===== src/rtl/pll_seq_pkg.sv =====
package pll_seq_pkg;

    typedef enum logic [2:0] {
        S_IDLE      = 3'd0,
        S_UP_GAP    = 3'd1,
        S_UP_LOCK   = 3'd2,
        S_DN_GAP    = 3'd3,
        S_VOTE_WAIT = 3'd4
    } seq_state_e;

    typedef struct packed {
        logic rst_rel;
        logic byp_rel;
        logic out_en;
    } ctl_bits_t;

    localparam int unsigned MW_OUT_EN  = 0;
    localparam int unsigned MW_BYP     = 1;
    localparam int unsigned MW_RST     = 2;
    localparam int unsigned MW_VOTE    = 20;
    localparam int unsigned MW_ACTIVE  = 30;
    localparam int unsigned MW_LOCK    = 31;
    localparam int unsigned MW_WIDTH   = 32;

    function automatic int unsigned max3(input int unsigned a, input int unsigned b,
                                         input int unsigned c);
        int unsigned m;
        m = (a > b) ? a : b;
        return (m > c) ? m : c;
    endfunction

    function automatic logic ctl_all_on(input ctl_bits_t c);
        return c.out_en & c.byp_rel & c.rst_rel;
    endfunction

endpackage


===== src/rtl/pll_seq_tick_timer.sv =====
module pll_seq_tick_timer #(
    parameter int unsigned CW = 7
) (
    input  logic          clk,
    input  logic          rst,
    input  logic          clr,
    input  logic          tick,
    input  logic [CW-1:0] limit,
    output logic          expire
);
    logic [CW-1:0] cnt_q;

    always_ff @(posedge clk) begin
        if (rst || clr) begin
            cnt_q <= '0;
        end else if (tick) begin
            cnt_q <= cnt_q + 1'b1;
        end
    end

    // expires on the limit-th tick since the last clear
    assign expire = tick && (cnt_q == (limit - 1'b1));

endmodule


===== src/rtl/pll_seq_fsm.sv =====
module pll_seq_fsm
    import pll_seq_pkg::*;
#(
    parameter int unsigned CW        = 7,
    parameter int unsigned GAP_UP_US = 5,
    parameter int unsigned GAP_DN_US = 1,
    parameter int unsigned POLL_MAX  = 100
) (
    input  logic          clk,
    input  logic          rst,
    input  logic          en_req,
    input  logic          dis_req,
    input  logic          vote_mode,
    input  logic          lock_in,
    input  logic          active_in,
    input  logic          expire,
    output logic          tmr_clr,
    output logic [CW-1:0] tmr_limit,
    output ctl_bits_t     ctl,
    output logic          vote_out,
    output logic          busy,
    output logic          done,
    output logic          seq_err
);
    localparam logic [CW-1:0] LIM_UP   = CW'(GAP_UP_US);
    localparam logic [CW-1:0] LIM_DN   = CW'(GAP_DN_US);
    localparam logic [CW-1:0] LIM_POLL = CW'(POLL_MAX);

    seq_state_e state_q, state_d;
    ctl_bits_t  ctl_q, ctl_d;
    logic       vote_q, vote_d;
    logic       done_q, done_d;
    logic       err_q, err_d;

    always_comb begin
        state_d = state_q;
        ctl_d   = ctl_q;
        vote_d  = vote_q;
        done_d  = 1'b0;
        err_d   = err_q;
        unique case (state_q)
            S_IDLE: begin
                if (dis_req) begin
                    if (vote_mode) begin
                        vote_d = 1'b0;
                        done_d = 1'b1;
                    end else begin
                        ctl_d.out_en = 1'b0;
                        state_d      = S_DN_GAP;
                    end
                end else if (en_req) begin
                    if (vote_mode) begin
                        vote_d  = 1'b1;
                        state_d = S_VOTE_WAIT;
                    end else if (ctl_all_on(ctl_q)) begin
                        done_d = 1'b1;
                    end else begin
                        ctl_d.byp_rel = 1'b1;
                        state_d       = S_UP_GAP;
                    end
                end
            end
            S_UP_GAP: begin
                if (expire) begin
                    ctl_d.rst_rel = 1'b1;
                    state_d       = S_UP_LOCK;
                end
            end
            S_UP_LOCK: begin
                if (lock_in) begin
                    ctl_d.out_en = 1'b1;
                    done_d       = 1'b1;
                    state_d      = S_IDLE;
                end else if (expire) begin
                    err_d   = 1'b1;
                    done_d  = 1'b1;
                    state_d = S_IDLE;
                end
            end
            S_DN_GAP: begin
                if (expire) begin
                    ctl_d.byp_rel = 1'b0;
                    ctl_d.rst_rel = 1'b0;
                    done_d        = 1'b1;
                    state_d       = S_IDLE;
                end
            end
            S_VOTE_WAIT: begin
                if (active_in) begin
                    done_d  = 1'b1;
                    state_d = S_IDLE;
                end else if (expire) begin
                    err_d   = 1'b1;
                    done_d  = 1'b1;
                    state_d = S_IDLE;
                end
            end
            default: state_d = S_IDLE;
        endcase
    end

    always_ff @(posedge clk) begin
        if (rst) begin
            state_q <= S_IDLE;
            ctl_q   <= '0;
            vote_q  <= 1'b0;
            done_q  <= 1'b0;
            err_q   <= 1'b0;
        end else begin
            state_q <= state_d;
            ctl_q   <= ctl_d;
            vote_q  <= vote_d;
            done_q  <= done_d;
            err_q   <= err_d;
        end
    end

    always_comb begin
        unique case (state_q)
            S_UP_GAP: tmr_limit = LIM_UP;
            S_DN_GAP: tmr_limit = LIM_DN;
            default:  tmr_limit = LIM_POLL;
        endcase
    end

    assign tmr_clr  = (state_q == S_IDLE) || (state_d != state_q);
    assign ctl      = ctl_q;
    assign vote_out = vote_q;
    assign busy     = (state_q != S_IDLE);
    assign done     = done_q;
    assign seq_err  = err_q;

endmodule


===== src/rtl/pll_seq_mode_word.sv =====
module pll_seq_mode_word
    import pll_seq_pkg::*;
(
    input  ctl_bits_t             ctl,
    input  logic                  vote_strap,
    input  logic                  active_in,
    input  logic                  lock_in,
    output logic [MW_WIDTH-1:0]   word
);
    always_comb begin
        word            = '0;
        word[MW_OUT_EN] = ctl.out_en;
        word[MW_BYP]    = ctl.byp_rel;
        word[MW_RST]    = ctl.rst_rel;
        word[MW_VOTE]   = vote_strap;
        word[MW_ACTIVE] = active_in;
        word[MW_LOCK]   = lock_in;
    end
endmodule


===== src/rtl/pll_pwr_seq.sv =====
module pll_pwr_seq
    import pll_seq_pkg::*;
#(
    parameter int unsigned GAP_UP_US = 5,
    parameter int unsigned GAP_DN_US = 1,
    parameter int unsigned POLL_MAX  = 100
) (
    input  logic        clk,
    input  logic        rst,
    input  logic        en_req,
    input  logic        dis_req,
    input  logic        us_tick,
    input  logic        lock_in,
    input  logic        active_in,
    input  logic        vote_strap,
    output logic        out_en,
    output logic        byp_rel,
    output logic        rst_rel,
    output logic        vote_out,
    output logic        busy,
    output logic        done,
    output logic        seq_err,
    output logic [31:0] mode_word
);
    localparam int unsigned LIM_MAX = max3(GAP_UP_US, GAP_DN_US, POLL_MAX);
    localparam int unsigned CW      = $clog2(LIM_MAX + 1);

    logic          tmr_clr;
    logic          expire;
    logic [CW-1:0] tmr_limit;
    ctl_bits_t     ctl;

    pll_seq_tick_timer #(.CW(CW)) u_timer (
        .clk    (clk),
        .rst    (rst),
        .clr    (tmr_clr),
        .tick   (us_tick),
        .limit  (tmr_limit),
        .expire (expire)
    );

    pll_seq_fsm #(
        .CW        (CW),
        .GAP_UP_US (GAP_UP_US),
        .GAP_DN_US (GAP_DN_US),
        .POLL_MAX  (POLL_MAX)
    ) u_fsm (
        .clk       (clk),
        .rst       (rst),
        .en_req    (en_req),
        .dis_req   (dis_req),
        .vote_mode (vote_strap),
        .lock_in   (lock_in),
        .active_in (active_in),
        .expire    (expire),
        .tmr_clr   (tmr_clr),
        .tmr_limit (tmr_limit),
        .ctl       (ctl),
        .vote_out  (vote_out),
        .busy      (busy),
        .done      (done),
        .seq_err   (seq_err)
    );

    pll_seq_mode_word u_word (
        .ctl        (ctl),
        .vote_strap (vote_strap),
        .active_in  (active_in),
        .lock_in    (lock_in),
        .word       (mode_word)
    );

    assign out_en  = ctl.out_en;
    assign byp_rel = ctl.byp_rel;
    assign rst_rel = ctl.rst_rel;

endmodule


===== config.mk =====
export PLATFORM = sky130hd
export DESIGN_NAME = pll_pwr_seq
export DESIGN_NICKNAME = d
export VERILOG_FILES = /design/src/rtl/pll_seq_pkg.sv /design/src/rtl/pll_seq_tick_timer.sv /design/src/rtl/pll_seq_fsm.sv /design/src/rtl/pll_seq_mode_word.sv /design/src/rtl/pll_pwr_seq.sv
export SDC_FILE = /design/constraint.sdc
export NUM_CORES = 1
export LEC_CHECK = 0
export BUFFER_PORTS_ARGS = -buffer_cell sky130_fd_sc_hd__buf_2
export CAP_MARGIN = 20
export CORE_MARGIN = 3
export CORE_UTILIZATION = 38
export DETAILED_ROUTE_END_ITERATION = 7
export GPL_ROUTABILITY_DRIVEN = 0
export PLACE_DENSITY = 0.65
export SLEW_MARGIN = 20
export SYNTH_ARGS = -nofsm -noshare
export SYNTH_HDL_FRONTEND = slang
export SYNTH_HIERARCHICAL = 1
export SYNTH_SLANG_ARGS = --single-unit

===== constraint.sdc =====
create_clock -name clk -period 7 [get_ports clk]
set_input_delay 1.75 -clock clk [delete_from_list [all_inputs] [get_ports clk]]
set_output_delay 1.75 -clock clk [all_outputs]
set_load 0.02 [all_outputs]

Word level (Yosys, flattened, before mapping)
Cells that the tools add are included.

storage, ports and cells
  register bits after elaboration = 16
  input port bits = 8
  output and inout bits = 39

cells by class
  $add $sub $neg = 2
  equality and inequality tests = 16
  mux-type cells = 40
  bitwise operators = 2
  reduce and logical (&&, ||, !) cells = 15

operator list
  operator                                              number
  2-to-1 mux 3 bit                                      9
  2-to-1 mux 1 bit                                      23
  != test 2 bit (second input constant)                 10
  case mux 3 bit (5 select lines)                       1
  case mux 7 bit (2 select lines)                       1
  nonzero test 2 bit                                    5
  AND reduction 3 bit                                   3
  case mux 1 bit (2 select lines)                       4
  adder 7 x 1 -> 7 bit (second input constant)          1
  equality test 7 bit                                   1
  subtractor 7 x 1 -> 7 bit (second input constant)     1
  equality test 3 x 2 -> 1 bit (second input constant)  2
  AND reduction 6 bit                                   1
  case mux 1 bit (4 select lines)                       1
  AND reduction 4 bit                                   1
  equality test 3 x 1 -> 1 bit (second input constant)  1
  equality test 3 bit (second input constant)           1
  zero test 3 bit                                       1
  != test 3 bit                                         1
  nonzero test 3 bit                                    1
  AND 1 bit                                             2
  logical OR 1 bit                                      2
  2-to-1 mux 2 bit                                      1
  logical AND 1 bit                                     1

Longest topological paths before layout
  depth in word-level cells = 11
  mapped depth = 13
  gate-level depth less buffers = 12

Modules after synthesis
The synthesis kept the hierarchy.

modules (own cells, without submodules)
  module              times used  cells each  area each (um^2)  sequential area each (um^2)
  pll_seq_fsm         1           69          541.8             180.2
  pll_seq_tick_timer  1           61          506.7             140.1
  pll_seq_mode_word   1           33          244.0             0.0

Worst setup path before layout
OpenSTA, ideal clock, no wires.

  path type = input -> output
  start = input vote_strap
  end = output mode_word[20]
  arrival = 1.884 ns
  setup slack = 3.366 ns
  stages on the path = 1
  path buffers = 1
  cells stage by stage = buf_4

RTL lines
  what         line               text
  from (decl)  pll_pwr_seq.sv:15  input logic vote_strap,
  to (decl)    pll_pwr_seq.sv:23  output logic [31:0] mode_word

No word-level cell between the ends.

Worst setup path after layout
  start = input vote_strap
  end = output mode_word[20]

No word-level cell between the ends.

==> run metrics <==
outcome=completed; Hold Crit Start=u_fsm/seq_err; RSZ-0062 raised after global routing=no; Reg2Reg Launch Point=u_fsm/state_q[0]; Synth Register Bits=16; Starting Density=41.0%; Vias/cell=~4.5; first-pass GRT wire length=3.77 mm; Netlist cell types=45; largest net degree at the start of global routing=11; Tightest Pin Transition=0.540 ns; Clock Path Buffers=2; Reg2Reg Depth=10; final hold violations=0; Clock Sinks=16; CTS clk-pin slew, worst paths=approximately 0.09 ns; vias=between 900 and 1k; CP top delay family=buffers and inverters; Hold Path Depth=2; Leakage=0.525 nW; Overall Global Routing Usage=approximately 11%; Peak Freq=261 MHz; PortBufs=20; Post-DP HPWL=approximately 1.7 mm; pwr dens=167 nW/um^2; setup violators final=0; CORE AREA=~3200 sq um; Worst Setup Start Kind=input pin; Final TNS setup=0 ns; Worst Path Buf+Inv=2; Post-Syn Area=1290 sq um; worst slack at placement=approximately 3.2 ns; Tmin final=roughly 3.8 ns; final period utilization=a little over half; Post-synth EDFFs=0; cell mode on critical path=buf_2; layout cells sized above 1=just under 20%; CTS tree=built; slowest cell on the critical path=buf_2; DRC viols=0; first drt pass iteration count=4; Final ANT Viol Nets=0; area growth from synthesis to layout=-2.13%; fin util=approximately 40%; cts hold-fix bufs=0; Reg-to-Reg End=u_fsm/state_q[1]; CTS buffer count=3; gr ovfl total=0; crit-path max FO=7; Final Worst Setup Slack=~3.2 ns; # IOs=47; part of the Yosys area used for sequential elements=between 20% and 30%; cells along the critical path=buf_2 -> buf_2; Hold Crit Class=reg -> reg; worst hold endpoint=u_fsm/seq_err; CP required=~5.3 ns; wire per inst=around 10 microns; asr flop ratio synth=0%; CP Capture Type=output pin; post-CTS sizing=0; CP max stage delay=0.18 ns; Routed WL=roughly 2.2 mm; post-CTS setup repair buffer count=0; Slew Viols, Final=0; CP Data Arrival Time=2.08 ns; Starting DRT DRC Count=46; Worst VDD drop=slightly below 0.00005 V; synthesized instance count=163; Final nets=183; num rows=20; mean post-synth cell area=7.93 sq um; vias in the first global route=864; Die Height=64.3 microns; Setup Skew=~0.0052 ns; CTS Root Cell=clkbuf_4; initial antenna violation count=0; R2R setup slack=between 3 and 4 ns; main flop type after synthesis=dfxtp_1; Slew HR=64.0%; clock latency at the later pin of the worst-skew pair=roughly 0.28 ns; ANT cells=0; Warnings, synthesis=6; Max-cap violations=0; H-tree levels=1; die area=4140 sq um; Setup CP Type=in -> out; Die X=between 60 and 70 microns
==> cells in the final DEF, fill, tap and decap left out, types with 2 or more instances in the layout <==
| master | count |
|---|---|
| nor3_1 | 4 |
| nand2b_1 | 5 |
| a31oi_1 | 2 |
| a22oi_1 | 2 |
| a21oi_1 | 8 |
| nand3_1 | 2 |
| clkbuf_4 | 3 |
| nor2_1 | 17 |
| or3_1 | 4 |
| inv_2 | 2 |
| nand2_1 | 8 |
| conb_1 | 29 |
| o21ai_0 | 2 |
| or4_1 | 2 |
| nand4_1 | 3 |
| xor2_1 | 5 |
| nor2b_1 | 2 |
| buf_2 | 20 |
| o31ai_1 | 2 |
| inv_1 | 5 |
| xnor2_1 | 6 |
| nor3_2 | 2 |
| o2bb2ai_1 | 2 |
| dfxtp_1 | 16 |
| ha_1 | 2 |
==> registers in the layout, summed over array words and instances, names as in the netlist <==
register and cells:
u_fsm/ctl 3, u_fsm/done 1, u_timer/cnt_q 7, u_fsm/vote_out 1
u_fsm/seq_err 1, u_fsm/state_q 3
==> per-layer routing <==
| layer | GRT usage [%] | up-vias | part of all wire, % | wire length, microns |
|---|---|---|---|---|
| met5 | 0 | - | 0 | 0 |
| met4 | 3.17 | 0 | 0 | 0 |
| met2 | 19.1 | 37 | 44 | 982 |
| met3 | 1.23 | 0 | 7.1 | 158 |
| li1 | - | 501 | - | - |
| met1 | 14.4 | 425 | 49 | 1080 |
==> worst min-delay path, delay by kind of cell, from the launching register on <==
family / cells / cell delay [ns]
AOI/OAI and AO/OA: 1 / 0.04
DFF: 1 / 0.34
and+or+nand+nor: 1 / 0.06
==> worst max-delay path by stage <==
stage | startpoint | to | slack [ns] | depth (start not counted)
final | vote_strap | mode_word[20] | 3.17 | 2
after global routing | vote_strap | mode_word[20] | 3.15 | 2
after CTS | vote_strap | mode_word[20] | 3.17 | 2
after detailed placement | vote_strap | mode_word[20] | 3.18 | 2
after global placement | vote_strap | mode_word[20] | 3.19 | 2
after floorplan | vote_strap | mode_word[20] | 3.37 | 1
==> per-stage QoR <==
stage | power, mW | instance area, sq um | cells | hold slack [ns]
floorplan | 0.170 | 1390 | 190 | 0.470
global placement | 0.166 | 1240 | 212 | 0.446
detailed placement | 0.166 | 1240 | 212 | 0.453
CTS | 0.214 | 1260 | 215 | 0.477
global route | 0.226 | 1260 | 215 | 0.527
finish | 0.212 | 1260 | 215 | 0.474
==> logic make-up (layout without fill, tap and decap cells) <==
logic type      Yosys count  in the layout  synth area share, %
simple gates             56             56                 24.0
buf+inv                  49             30                 25.7
compound gates           24             24                 12.6
flops                    16             16                 24.8
xor+xnor                 12             12                 8.71
fa+ha+maj                 2              2                 1.94
other cells               2             29                0.581
mux                       2              2                 1.65
==> Yosys cell counts (all sizes together) (3+ instances only) <==
cell | number | area [sq um]
buf | 40 | 298
nor2 | 17 | 63.8
dfxtp | 16 | 320
a21oi | 8 | 40.0
nand2 | 8 | 30.0
inv | 7 | 26.3
nor3 | 7 | 56.3
xnor2 | 7 | 68.8
nand2b | 5 | 31.3
xor2 | 5 | 43.8
or3 | 4 | 25.0
nand4 | 3 | 18.8
nor2b | 3 | 21.3
o21ai | 3 | 15.0
==> layout make-up <==
class / count / area (sq um)
clock buffer: 3 / 22.5
fill: 351 / 1890
inverter: 7 / 26.3
timing repair buffer: 20 / 100
tap: 44 / 55.1
sequential: 16 / 320
multi-input combinational: 125 / 741
==> report_power, final <==
part | total (mW) | internal, mW | switching [mW]
Combinational | 0.0631 | 0.0206 | 0.0424
Sequential | 0.101 | 0.0947 | 0.00670
Clock | 0.0473 | 0.0199 | 0.0273
(Power assumes the default switching activity.)
